==> src/rtl/spi_stat_pkg.sv <==
package spi_stat_pkg;
    localparam int STAT_W   = 32;
    localparam int EOQ_BIT  = 28;
    localparam int UFL_BIT  = 27;
    localparam int FILL_BIT = 25;
    localparam int OVF_BIT  = 19;
    localparam int N_STICKY = 3;
    localparam int N_IRQ    = 4;

    localparam int STK_EOQ = 0;
    localparam int STK_UFL = 1;
    localparam int STK_OVF = 2;

    localparam logic [STAT_W-1:0] FLAG_MASK =
        (STAT_W'(1) << EOQ_BIT) | (STAT_W'(1) << UFL_BIT) |
        (STAT_W'(1) << FILL_BIT) | (STAT_W'(1) << OVF_BIT);

    typedef enum logic {
        FLAG_CLEAR,
        FLAG_SET
    } flag_state_e;

    typedef enum logic [1:0] {
        FILL_BLOCKED,
        FILL_ASK,
        FILL_HELD
    } fill_state_e;

    typedef enum logic {
        RUN_IDLE,
        RUN_ACTIVE
    } run_state_e;

    function automatic int sticky_pos(input int idx);
        case (idx)
            STK_EOQ: return EOQ_BIT;
            STK_UFL: return UFL_BIT;
            default: return OVF_BIT;
        endcase
    endfunction
endpackage

==> src/rtl/sticky_flag.sv <==
module sticky_flag
    import spi_stat_pkg::*;
(
    input  logic clk,
    input  logic rst_n,
    input  logic set_i,
    input  logic clr_i,
    output logic flag_o
);
    flag_state_e state_q, state_d;

    always_ff @(posedge clk) begin
        if (!rst_n) state_q <= FLAG_CLEAR;
        else        state_q <= state_d;
    end

    always_comb begin
        state_d = state_q;
        unique case (state_q)
            FLAG_CLEAR: if (set_i) state_d = FLAG_SET;
            FLAG_SET:   if (clr_i && !set_i) state_d = FLAG_CLEAR;
            default:    state_d = FLAG_CLEAR;
        endcase
    end

    always_comb begin
        flag_o = (state_q == FLAG_SET);
    end
endmodule

==> src/rtl/fill_ctrl.sv <==
module fill_ctrl
    import spi_stat_pkg::*;
(
    input  logic clk,
    input  logic rst_n,
    input  logic full_i,
    input  logic clr_i,
    output logic flag_o
);
    fill_state_e state_q, state_d;

    always_ff @(posedge clk) begin
        if (!rst_n) state_q <= full_i ? FILL_BLOCKED : FILL_ASK;
        else        state_q <= state_d;
    end

    always_comb begin
        state_d = state_q;
        unique case (state_q)
            FILL_BLOCKED: if (!full_i) state_d = FILL_ASK;
            FILL_ASK: begin
                if (full_i)     state_d = FILL_BLOCKED;
                else if (clr_i) state_d = FILL_HELD;
            end
            FILL_HELD: state_d = full_i ? FILL_BLOCKED : FILL_ASK;
            default:   state_d = FILL_BLOCKED;
        endcase
    end

    always_comb begin
        flag_o = (state_q == FILL_ASK);
    end
endmodule

==> src/rtl/run_ctrl.sv <==
module run_ctrl
    import spi_stat_pkg::*;
(
    input  logic clk,
    input  logic rst_n,
    input  logic start_i,
    input  logic halt_i,
    input  logic eoq_evt_i,
    output logic run_o
);
    run_state_e state_q, state_d;

    always_ff @(posedge clk) begin
        if (!rst_n) state_q <= RUN_IDLE;
        else        state_q <= state_d;
    end

    always_comb begin
        state_d = state_q;
        unique case (state_q)
            RUN_IDLE:   if (start_i && !halt_i && !eoq_evt_i) state_d = RUN_ACTIVE;
            RUN_ACTIVE: if (halt_i || eoq_evt_i) state_d = RUN_IDLE;
            default:    state_d = RUN_IDLE;
        endcase
    end

    always_comb begin
        run_o = (state_q == RUN_ACTIVE);
    end
endmodule

==> src/rtl/spi_status_flags.sv <==
module spi_status_flags
    import spi_stat_pkg::*;
(
    input  logic              clk,
    input  logic              rst_n,
    input  logic              master_mode,
    input  logic              frame_start,
    input  logic              frame_done,
    input  logic              frame_eoq,
    input  logic              tx_empty,
    input  logic              tx_full,
    input  logic              rx_full,
    input  logic              run_start,
    input  logic              run_halt,
    input  logic              dma_en,
    input  logic              dma_ack,
    input  logic              wr_en,
    input  logic [STAT_W-1:0] wr_data,
    input  logic [N_IRQ-1:0]  irq_en,
    output logic [STAT_W-1:0] status_o,
    output logic              running_o,
    output logic              dma_req_o,
    output logic              irq_o
);
    logic [N_STICKY-1:0] set_vec;
    logic [N_STICKY-1:0] clr_vec;
    logic [N_STICKY-1:0] sticky_q;
    logic                fill_flag;
    logic                fill_clr;
    logic                unused_wr_bits;
    logic [N_IRQ-1:0]    flag_vec;

    always_comb begin
        set_vec          = '0;
        set_vec[STK_EOQ] = master_mode && frame_done && frame_eoq;
        set_vec[STK_UFL] = !master_mode && frame_start && tx_empty;
        set_vec[STK_OVF] = frame_start && rx_full;
    end

    generate
        for (genvar gi = 0; gi < N_STICKY; gi++) begin : g_sticky
            localparam int POS = sticky_pos(gi);
            assign clr_vec[gi] = wr_en && wr_data[POS];
            sticky_flag u_flag (
                .clk    (clk),
                .rst_n  (rst_n),
                .set_i  (set_vec[gi]),
                .clr_i  (clr_vec[gi]),
                .flag_o (sticky_q[gi])
            );
        end
    endgenerate

    assign fill_clr = (wr_en && wr_data[FILL_BIT]) || dma_ack;

    fill_ctrl u_fill (
        .clk    (clk),
        .rst_n  (rst_n),
        .full_i (tx_full),
        .clr_i  (fill_clr),
        .flag_o (fill_flag)
    );

    run_ctrl u_run (
        .clk       (clk),
        .rst_n     (rst_n),
        .start_i   (run_start),
        .halt_i    (run_halt),
        .eoq_evt_i (set_vec[STK_EOQ]),
        .run_o     (running_o)
    );

    always_comb begin
        status_o           = '0;
        status_o[EOQ_BIT]  = sticky_q[STK_EOQ];
        status_o[UFL_BIT]  = sticky_q[STK_UFL];
        status_o[FILL_BIT] = fill_flag;
        status_o[OVF_BIT]  = sticky_q[STK_OVF];
    end

    assign flag_vec       = {sticky_q[STK_OVF], fill_flag, sticky_q[STK_UFL], sticky_q[STK_EOQ]};
    assign irq_o          = |(flag_vec & irq_en);
    assign dma_req_o      = dma_en && fill_flag;
    assign unused_wr_bits = ^(wr_data & ~FLAG_MASK);
endmodule

==> config.mk <==
export PLATFORM = sky130hd
export DESIGN_NAME = spi_status_flags
export DESIGN_NICKNAME = d
export VERILOG_FILES = /design/src/rtl/spi_stat_pkg.sv /design/src/rtl/sticky_flag.sv /design/src/rtl/fill_ctrl.sv /design/src/rtl/run_ctrl.sv /design/src/rtl/spi_status_flags.sv
export SDC_FILE = /design/constraint.sdc
export NUM_CORES = 1
export LEC_CHECK = 0
export ABC_CLOCK_PERIOD_IN_PS = 3250
export BUFFER_PORTS_ARGS = -buffer_cell sky130_fd_sc_hd__buf_2
export CAP_MARGIN = 20
export CELL_PAD_IN_SITES_DETAIL_PLACEMENT = 1
export CELL_PAD_IN_SITES_GLOBAL_PLACEMENT = 2
export CORE_ASPECT_RATIO = 2
export CORE_MARGIN = 2
export CORE_UTILIZATION = 13
export CTS_CLUSTER_SIZE = 30
export DETAILED_ROUTE_END_ITERATION = 8
export MAX_ROUTING_LAYER = met4
export PLACE_DENSITY_LB_ADDON = 0.1
export SYNTH_ARGS = -nofsm -noshare
export SYNTH_HDL_FRONTEND = slang
export SYNTH_SLANG_ARGS = --single-unit
==> constraint.sdc <==
create_clock -name clk -period 3.25 [get_ports clk]
set_clock_uncertainty 0.1 [all_clocks]
set_input_delay 0.4875 -clock clk [delete_from_list [all_inputs] [get_ports clk]]
set_output_delay 0.4875 -clock clk [all_outputs]
set_load 0.005 [all_outputs]
==> impl_metrics.toml <==
[run_status]
status = "finished clean"

[synth]
synth-compound-area-share_pct = 14.2
synth-simple-area-share_pct = 17.7
synth_top_family_by_area = "buffers and inverters"
yosys-top-cells-area = "buf_4 (43%), dfxtp_1 (14%), edfxtp_1 (11%)"
synth_warnings = 0
muxShareOfSynthArea_pct = 0
synthAdderAreaFrac_pct = 0
yosys.area.top_type_share_pct = 42.6
syn_area_per_cell_um2 = 9.10
synthXorXnorAreaFrac_pct = 0
yosysTopAreaCell = "buf_4"
seq_area_frac_synth_pct = 24.8
netlist_instances = 62
synth_area_um2 = 564
synth_cell_types = 23
synth_seq_cells = 6

[critical_path]
crit_path_end_kind = "primary output"
rr_startpoint = "u_fill.state_q[1]"
arrival_ns = 1.23
r2r_setup_slack_ns = 1.95
startpoint_type = "register"
required_ns = 2.66
crit_type = "reg -> out"
reg2reg_depth = 2
timing.rr.end = "u_fill.state_q[0]"
critPathMaxFanout = 4

[timing]
fin_crit_ns = 1.82
timing.hold.ws_ns = 0.333
setup_viol = 0
clock.fmax_mhz = 550
hold_viol_final = 0
finalMaxSlewViolations = 0
fin_crit_sh_pct = 56.0
rsz0062_at_grt = "false"
finalSetupTns_ns = 0

[floorplan]
rows = 33
pin_count = 85
die_width_um = 50.6
die_y_um = 97.2
dieArea_um2 = 4920
start_util_pct = 13.7
coreArea_um2 = 4130

[detailed_routing]
dr.pass1.iters = 3
post_drt_wl_per_cell_um = 8.92
remaining_drc_errors = 0
wirelength_um = 1260
ant_nets = 0
viasPerCell = 2.94
drt_iter0_markers = 4
num_vias = 415

[final_layout]
layout.nets = 140
drive_gt1_share_pct = 38.2
layout_common_cells = "conb_1 (28), buf_2 (28), dfxtp_1 (4)"
postLayoutCoreUtil_pct = 16.4
fillerInstances = 524
syn_to_final_growth_pct = 19.7
register_area_um2 = 140
diodes = 0
multiInputGateArea_um2 = 285

[hold_path]
holdPathEnd = "u_run.run_o"
hold_depth = 2
hp-class = "in -> reg"
min_from = "run_halt"

[clock_tree]
cts_resized = 0
cts_hold_buf = 0
insertion_delay_ns = 0.22
cts_root_buffer = "clkbuf_8"
cts_tree = "built"
cts_max_level = 1
clock_path_buffers = 2
cts.sinks = 6
post_cts_buffers = 0
numCtsBuffers = 3
path_clk_slew_ns = 0.04

[grt]
grt_pass1_wl_um = 1790
grt_max_degree = 9
grt_pass1_vias = 372
grt-ovfl-total = 0
grt_usage_pct = 5.13
antenna_found_initial = 0

[pwr]
fin_total_pwr_w = 0.000267
total_leakage_power_nw = 0.358
vdd_drop_max_mv = 0.115
power_density_nw_per_um2 = 395

[placement]
portBuffers = 28
routabilityCongestion = 0.616

[job]
drv_cap = 0
## layer usage
| metal | share of wire, % | up-vias | track usage [%] |
|---|---|---|---|
| li1 | - | 202 | - |
| met1 | 28 | 182 | 4.25 |
| met2 | 59 | 29 | 8.91 |
| met3 | 12 | 2 | 1.85 |
| met4 | 1.2 | 0 | 3.74 |
| met5 | 0 | - | - |
## cell usage after synthesis (all sizes together)
cell    instances
and3            1
nor2b           3
a221o           1
dfxtp           4
and4bb          1
nand2           2
and2            1
nor2            1
a21boi          3
a22o            1
a31oi           1
nor4b           1
o21a            2
a21bo           1
buf            32
nand2b          1
nor3b           1
and3b           1
conb            1
a22oi           1
edfxtp          2
## metrics by stage
| stage | area, um^2 | setup WS (ns) | std cells |
|---|---|---|---|
| after global placement | 631 | 1.48 | 137 |
| after floorplan | 666 | 1.71 | 89 |
| final | 676 | 1.43 | 141 |
| after CTS | 676 | 1.41 | 141 |
| after global routing | 676 | 1.38 | 141 |
| after detailed placement | 631 | 1.47 | 137 |
## power by group
group	internal, W	switching (W)
clock network	0.0000845	0.0000340
registers	0.0000860	0.00000630
logic	0.0000303	0.0000259
## registers in the layout (all words and copies together), names as in the netlist
register                count
g_sticky.u_flag.flag_o      3
u_fill.state_q              2
u_run.run_o                 1
## area by class of cell
type,instances,share of cell area (%)
timing repair buffer,28,20.7
sequential,6,20.7
clock buffer,4,6.67
tap,52,9.63
multi-input combinational,51,42.2
## kinds of logic (layout without fill, tap and decap cells)
kind of cell | count (synthesis) | count (layout)
buffers and inverters | 32 | 32
and+or+nand+nor | 13 | 13
AOI/OAI and AO/OA | 10 | 10
DFF | 6 | 6
other | 1 | 28
## how the worst max path moves through the flow
stage | from | endpoint | slack, ns | cells past startpoint
2_1_floorplan | irq_en[1] | irq_o | 1.71 | 2
3_3_place_gp | irq_en[1] | irq_o | 1.48 | 4
3_5_place_dp | irq_en[1] | irq_o | 1.47 | 4
4_1_cts | u_fill.state_q[0] | irq_o | 1.41 | 3
5_1_grt | u_fill.state_q[0] | irq_o | 1.38 | 3
6_report | u_fill.state_q[0] | irq_o | 1.43 | 3
## worst max-delay path, stage by stage (launching register included)
cell and delay, ns:
edfxtp_1 0.42, nor2b_4 0.16, a221o_1 0.31, buf_2 0.13
Note: power is estimated with default switching activity, not from simulation.
